**src/rtl/flag_cond_pkg.sv**
```systemverilog
package flag_cond_pkg;
  localparam int COND_W = 4;
  localparam int OP_W   = 3;

  typedef enum logic [OP_W-1:0] {
    OP_ADD   = 3'd0,
    OP_SUB   = 3'd1,
    OP_LOGIC = 3'd2,
    OP_CMP   = 3'd3,
    OP_CMN   = 3'd4,
    OP_TST   = 3'd5,
    OP_TEQ   = 3'd6,
    OP_NONE  = 3'd7
  } op_class_e;

  typedef struct packed {
    logic n;
    logic z;
    logic c;
    logic v;
  } flags_t;

  function automatic logic is_sub_class(input logic [OP_W-1:0] op);
    return (op == OP_SUB) || (op == OP_CMP);
  endfunction

  function automatic logic is_logic_class(input logic [OP_W-1:0] op);
    return (op == OP_LOGIC) || (op == OP_TST) || (op == OP_TEQ);
  endfunction

  function automatic logic forces_write(input logic [OP_W-1:0] op);
    return (op == OP_CMP) || (op == OP_CMN) || (op == OP_TST) || (op == OP_TEQ);
  endfunction

  function automatic logic cond_holds(input logic [COND_W-1:0] cc, input flags_t f);
    logic r;
    case (cc)
      4'd0:    r = f.z;
      4'd1:    r = !f.z;
      4'd2:    r = f.c;
      4'd3:    r = !f.c;
      4'd4:    r = f.n;
      4'd5:    r = !f.n;
      4'd6:    r = f.v;
      4'd7:    r = !f.v;
      4'd8:    r = f.c && !f.z;
      4'd9:    r = !f.c || f.z;
      4'd10:   r = (f.n == f.v);
      4'd11:   r = (f.n != f.v);
      4'd12:   r = !f.z && (f.n == f.v);
      4'd13:   r = f.z || (f.n != f.v);
      default: r = 1'b1;
    endcase
    return r;
  endfunction
endpackage

```
**src/rtl/flag_calc.sv**
```systemverilog
module flag_calc
  import flag_cond_pkg::*;
#(
  parameter int DATA_W = 32
) (
  input  logic [DATA_W-1:0] result,
  input  logic              carry,
  input  logic              ovf,
  input  logic [OP_W-1:0]   op,
  input  flags_t            cur,
  output flags_t            nxt
);
  localparam int MSB = DATA_W - 1;

  always_comb begin
    nxt.n = result[MSB];
    nxt.z = ~|result;
    if (is_sub_class(op)) nxt.c = ~carry;
    else                  nxt.c = carry;
    if (is_logic_class(op)) nxt.v = cur.v;
    else                    nxt.v = ovf;
  end
endmodule

```
**src/rtl/flag_reg.sv**
```systemverilog
module flag_reg
  import flag_cond_pkg::*;
(
  input  logic            clk,
  input  logic            rst,
  input  logic            valid,
  input  logic            set_flags,
  input  logic [OP_W-1:0] op,
  input  flags_t          nxt,
  output logic            wr_en,
  output flags_t          q
);
  assign wr_en = valid && (op != OP_NONE) && (set_flags || forces_write(op));

  always_ff @(posedge clk) begin
    if (rst)        q <= '0;
    else if (wr_en) q <= nxt;
  end
endmodule

```
**src/rtl/cond_eval.sv**
```systemverilog
module cond_eval
  import flag_cond_pkg::*;
(
  input  logic [COND_W-1:0] cond,
  input  flags_t            flags,
  output logic              pass
);
  assign pass = cond_holds(cond, flags);
endmodule

```
**src/rtl/flag_cond_unit.sv**
```systemverilog
module flag_cond_unit
  import flag_cond_pkg::*;
#(
  parameter int DATA_W = 32
) (
  input  logic              clk,
  input  logic              rst,
  input  logic              valid_i,
  input  logic [DATA_W-1:0] result_i,
  input  logic              carry_i,
  input  logic              ovf_i,
  input  logic [2:0]        op_i,
  input  logic              set_flags_i,
  input  logic [3:0]        cond_i,
  output logic [3:0]        flags_o,
  output logic              pass_o
);
  flags_t cur_flags;
  flags_t nxt_flags;
  logic   wr_en;
  logic   logic_op;

  assign logic_op = is_logic_class(op_i);

  flag_calc #(.DATA_W(DATA_W)) u_calc (
    .result(result_i), .carry(carry_i), .ovf(ovf_i), .op(op_i),
    .cur(cur_flags), .nxt(nxt_flags)
  );

  flag_reg u_reg (
    .clk(clk), .rst(rst), .valid(valid_i), .set_flags(set_flags_i),
    .op(op_i), .nxt(nxt_flags), .wr_en(wr_en), .q(cur_flags)
  );

  cond_eval u_cond (.cond(cond_i), .flags(cur_flags), .pass(pass_o));

  assign flags_o = cur_flags;
endmodule

```
**config.mk**
```make
export PLATFORM = sky130hd
export DESIGN_NAME = flag_cond_unit
export DESIGN_NICKNAME = d
export VERILOG_FILES = /design/src/rtl/flag_cond_pkg.sv /design/src/rtl/flag_calc.sv /design/src/rtl/flag_reg.sv /design/src/rtl/cond_eval.sv /design/src/rtl/flag_cond_unit.sv
export SDC_FILE = /design/constraint.sdc
export NUM_CORES = 1
export LEC_CHECK = 0
export CORE_MARGIN = 8
export CORE_UTILIZATION = 26
export CTS_BUF_LIST = sky130_fd_sc_hd__clkbuf_8
export DETAILED_ROUTE_END_ITERATION = 7
export GPL_TIMING_DRIVEN = 0
export PLACE_DENSITY = 0.81
export SLEW_MARGIN = 25
export SYNTH_ARGS = -nofsm -noshare
export SYNTH_HDL_FRONTEND = slang
export SYNTH_SLANG_ARGS = --single-unit
```
**constraint.sdc**
```tcl
create_clock -name clk -period 1.65 [get_ports clk]
set_clock_uncertainty 0.15 [all_clocks]
set_input_delay 0.165 -clock clk [delete_from_list [all_inputs] [get_ports clk]]
set_output_delay 0.165 -clock clk [all_outputs]
set_load 0.02 [all_outputs]
```
* After elaboration in Yosys (flattened, before gate mapping)
Cells that the tools add are included.
** Word-level totals
- Register bits after elaboration :: 4
- Bits in latches :: 0
- Bits in writable memories :: 0
- Memory bits (read-only) :: 0
- Bits of input ports :: 45
- Output and inout bits :: 5
- Logic and storage cells :: 51
- Memories kept :: 0
** Cells by class
- $add $sub $neg :: 0
- Multiply operators :: 0
- Divide/modulo/power cells :: 0
- $lt $le $gt $ge :: 0
- Equal/unequal tests :: 22
- Shifts and indexed selects :: 0
- Mux-type cells :: 2
- Bitwise operators :: 2
- Reduce and logical (&&, ||, !) cells :: 21
** Operator list (number)
- $reduce_or A32 Y1 :: 1
- $eq A4 B4 Y1 const B :: 6
- $eq A4 B3 Y1 const B :: 4
- $pmux W1 S14 :: 1
- $eq A3 B3 Y1 const B :: 3
- $logic_or A1 B1 Y1 :: 9
- $eq A4 B2 Y1 const B :: 2
- $eq A3 B2 Y1 const B :: 2
- $logic_not A1 Y1 :: 5
- $eq A4 B1 Y1 const B :: 1
- $logic_and A1 B1 Y1 :: 4
- $logic_not A4 Y1 :: 1
- $eq A3 B1 Y1 const B :: 1
- $ne A3 B3 Y1 const B :: 1
- $not A1 Y1 :: 2
- $reduce_and A2 Y1 :: 1
- $eq A1 B1 Y1 :: 1
- $mux W1 :: 1
- $ne A1 B1 Y1 :: 1

* Depth between registers and ports, before layout
- Depth in word-level cells :: 7
- Gate-level depth with buffers :: 4
- Depth with buffers taken out :: 4

* By module
A second synthesis with hierarchy kept.
** Second synthesis, totals
- Cell total of the unflattened synthesis :: 61
- Area total of the unflattened synthesis :: 493.0 um^2
** Modules (own cells, without submodules)
- flag_reg :: times used 1, cells each 20, area each 201.4 um^2, seq. area each 80.1 um^2
- cond_eval :: times used 1, cells each 23, area each 165.2 um^2, seq. area each 0.0 um^2
- flag_calc :: times used 1, cells each 18, area each 126.4 um^2, seq. area each 0.0 um^2

* Least setup slack after synthesis
Ideal clock, no wire load.
- Kind :: register -> output
- From :: register u_reg.q[3] (netlist name)
- To :: output pass_o
- Arrival time :: 1401 ps
- Required time :: 1335 ps
- Path slack :: -66 ps
- Cell stages (with the launch flop) :: 5
- Buffers on the path :: 0
- Cells stage by stage :: dfxtp_1 -> xnor2_1 -> mux2i_1 -> or2_2 -> a221o_1
** On the way
- Longest elaborated chain between the ends :: 3
- Elaborated cells on any way between the ends :: 6
- Classes of those cells :: 2 x eq/ne; 1 x mux; 3 x reduce/logical
** RTL lines
- start, declared :: line flag_reg.sv:11 : output flags_t q
- start signal, assigned :: line flag_reg.sv:17 : else if (wr_en) q <= nxt;
- $ne A1 B1 Y1 or $eq A1 B1 Y1 (tied branches)
- $logic_or A1 B1 Y1 or $logic_and A1 B1 Y1 (tied branches) :: line flag_cond_pkg.sv:51, flag_cond_pkg.sv:50
- $pmux W1 S14 (*) :: line flag_cond_pkg.sv:37 : case (cc)
- end, declared :: line flag_cond_unit.sv:16 : output logic pass_o
Mark *: on every way between the ends. The rest lies on a longest branch, timed or not.

* Final worst setup path
- From :: register u_reg.q[0] (netlist name)
- To :: output pass_o
The elaborated chain is that of the path after synthesis.

==> key figures <==
Run status
  – Status: finished, violations left
  – Failing checks: setup timing

Layout
  – Area grow syn2layout: 152%
  – Largest regs: u_reg.q (4)
  – Share of cells above drive strength 1: 0.136
  – Largest register FFs: 4
  – Ant diodes: 0
  – Util after Layout: 0.679
  – Biggest register: u_reg.q
  – Finished Cell Area: 998 sq um
  – Fin nets: 150

Drt
  – WL final: 1.93 mm
  – Final antenna-violating net count: 0
  – Drt drc: 0
  – Vias per inst: 5.15
  – Vias: 613
  – Drt pass-1 iters: 3
  – Drt wl/cell: 16.2 um
  – DR iter-0 viols: 5

Logic synthesis
  – Yosys cell types: 21
  – Post-Synth Simple-Gate Area: 0.338
  – Synth area leader: dfxtp_1
  – Post-synth top area share: 0.202
  – Synth Area in Compound Gates: 0.158
  – Synth top cells by count: 7 x nor4_1, 6 x mux2i_1, 4 x dfxtp_1, 4 x nor2_1, 4 x xnor2_1
  – Synth Net Count: 94
  – Sequential fraction of the synthesis area: 0.202
  – Post-synthesis async set-or-reset flop share: 0
  – Post-Synthesis Cells: 49
  – Predominant post-synthesis flop cell: dfxtp_1
  – Most area-consuming cells after synthesis: dfxtp_1 20%, mux2i_1 15%, nor4_1 11%, xnor2_1 8.8%, o311ai_0 4.4%
  – Syn_area_per_cell: 8.09 sq um
  – Ys Warns: 0
  – Main combinational cell family by area after synthesis: simple AND/OR/NAND/NOR gates
  – Mux cell area share after synthesis: 0.151
  – Count of state elements after synthesis: 4
  – Mapped cell area: 397 sq um
  – Synthesized-area fraction occupied by adder cells: 0
  – Number of synthesized flops with an enable pin: 0
  – Count leader, synth: nor4_1
  – XOR/XNOR Fraction of Synth Area: 0.132

Timing
  – Minimum hold slack: 0.205 ns
  – RSZ-0062 raised after global routing: yes
  – Slew margin rel.: 0.720
  – Fin. Hold Viols: 0
  – Final setup fails: 1
  – Final critical-path share of the clock period: 1.11
  – Max Freq: 544 MHz
  – Fin. max-slew vios: 0
  – Fin Setup TNS: -0.189 ns
  – Worst Slack Setup Final: -0.189 ns
  – Minimum clock period: 1.84 ns
  – Tightest Pin Transition: 0.414 ns

Worst setup path
  – R2R Setup Slk: 0.71 ns
  – Critical Path Slowest Stage Cell: dfxtp_4
  – Worst EP arrival: 1.52 ns
  – Worst-path maximum fanout: 3
  – Setup crit end kind: output port
  – Critical path launch point type: register
  – Largest stage delay on the critical path: 0.36 ns
  – Worst Path Required: 1.33 ns
  – Critical-path cell list: xor2_2 -> xor2_1 -> o221ai_1 -> a221o_1 -> buf_6
  – WS Path Type: reg -> out

Die
  – Die Width: 55.1 um
  – Io pins: 50
  – Die footprint: 3030 sq um
  – Initial Util: 0.270
  – FP Rows: 14
  – Core Region: 1470 sq um
  – Die height: 55.1 um

Global routing
  – Initial antenna violation count: 0
  – Vias in the first global route: 704
  – Overall routing resource usage: 0.131
  – First-pass GRT wire length: 2.88 mm
  – GRT Residual Overflow: 0
  – Largest net degree at the start of global routing: 7

Place
  – IO buf count: 49
  – Post-DP HPWL: 1.62 mm
  – DP Area: 910 sq um
  – GPL Wtd Cong: 0.705

Pwr
  – Worst vdd ir: 0.462 mV
  – Total power: 511 uW
  – PD cells: 512 nW/um^2
  – Leakage: 0.443 nW

Clock network
  – CTS root buffer: clkbuf_8
  – Clock latency on the worst-skew pair: 0.21 ns
  – # H-tree levels: 1
  – Cts bufs inserted: 3
  – Hold_buf cts: 0
  – CTS tree: built
  – Clock sinks: 4
  – Clock Tree Buf Depth: 2
  – Clock transition at the registers of the reported paths: 0.04 ns

Min path
  – Hold Crit Class: in -> reg

Run
  – Max cap viols: 0
through the flow:
| stage | cells | worst slack [ns] |
|---|---|---|
| 2_1_floorplan | 49 | 0.0397 |
| 3_3_place_gp | 114 | -0.779 |
| 3_5_place_dp | 114 | -0.810 |
| 4_1_cts | 119 | -0.186 |
| 5_1_grt | 119 | -0.301 |
| 6_report | 119 | -0.189 |
cell type report:
cell class,instances,area (sq um)
inverter,2,7.51
tap,16,20.0
multi-input combinational,43,342
clock buffer,3,41.3
timing repair buffer,51,500
sequential,4,87.6
fill,134,473
worst max-delay path, delay by kind of cell (launching register included):
kind                      cells  cell delay, ns
DFF                           1            0.36
AOI/OAI and AO/OA             2            0.45
xor gates and xnor gates      2            0.35
buffers and inverters         1            0.13
power breakdown:
part	total [mW]	leakage (nW)	internal, mW	switching (mW)
clock network	0.210	0.0216	0.156	0.0541
logic	0.195	0.388	0.125	0.0701
registers	0.106	0.0341	0.101	0.00516
path summary, 6_finish.rpt:
kind	startpoint	depth (start not counted)	endpoint
setup / recovery	u_reg.q[0]$_SDFFE_PP0P_	5	pass_o
hold / removal	rst	2	u_reg.q[0]$_SDFFE_PP0P_
setup reg to reg	u_reg.q[0]$_SDFFE_PP0P_	3	u_reg.q[0]$_SDFFE_PP0P_
hold reg to reg	u_reg.q[2]$_SDFFE_PP0P_	2	u_reg.q[2]$_SDFFE_PP0P_
cells in the final DEF, fill, tap and decap left out, types with 3 or more instances in the layout:
cell,count
clkbuf_8,3
clkdlybuf4s50_1,27
dlygate4sd2_1,15
dlymetal6s2s_1,5
mux2i_1,6
nand3_1,3
nor2_1,4
nor4_1,5
xnor2_1,4
layer usage:
layer	share of wire	vias up	routed length, um	track usage
met5	0	-	0	0
met4	0.0083	0	16	0.0360
met3	0.081	2	156	0.0722
met2	0.53	34	1020	0.237
met1	0.38	274	730	0.126
li1	-	303	-	-
kinds of logic after synthesis:
logic type | after synthesis
compound gates | 7
flops | 4
buf+inv | 2
simple gates | 24
xor+xnor | 6
mux | 6
what timing repair did:
item / in CTS / in global routing
buffers inserted: 2 / 0
gates resized for setup: 30 / 6
gates cloned: 0 / 0
setup endpoints to repair: 2 / 2
pin swaps: 13 / 8
(Power assumes the default switching activity.)
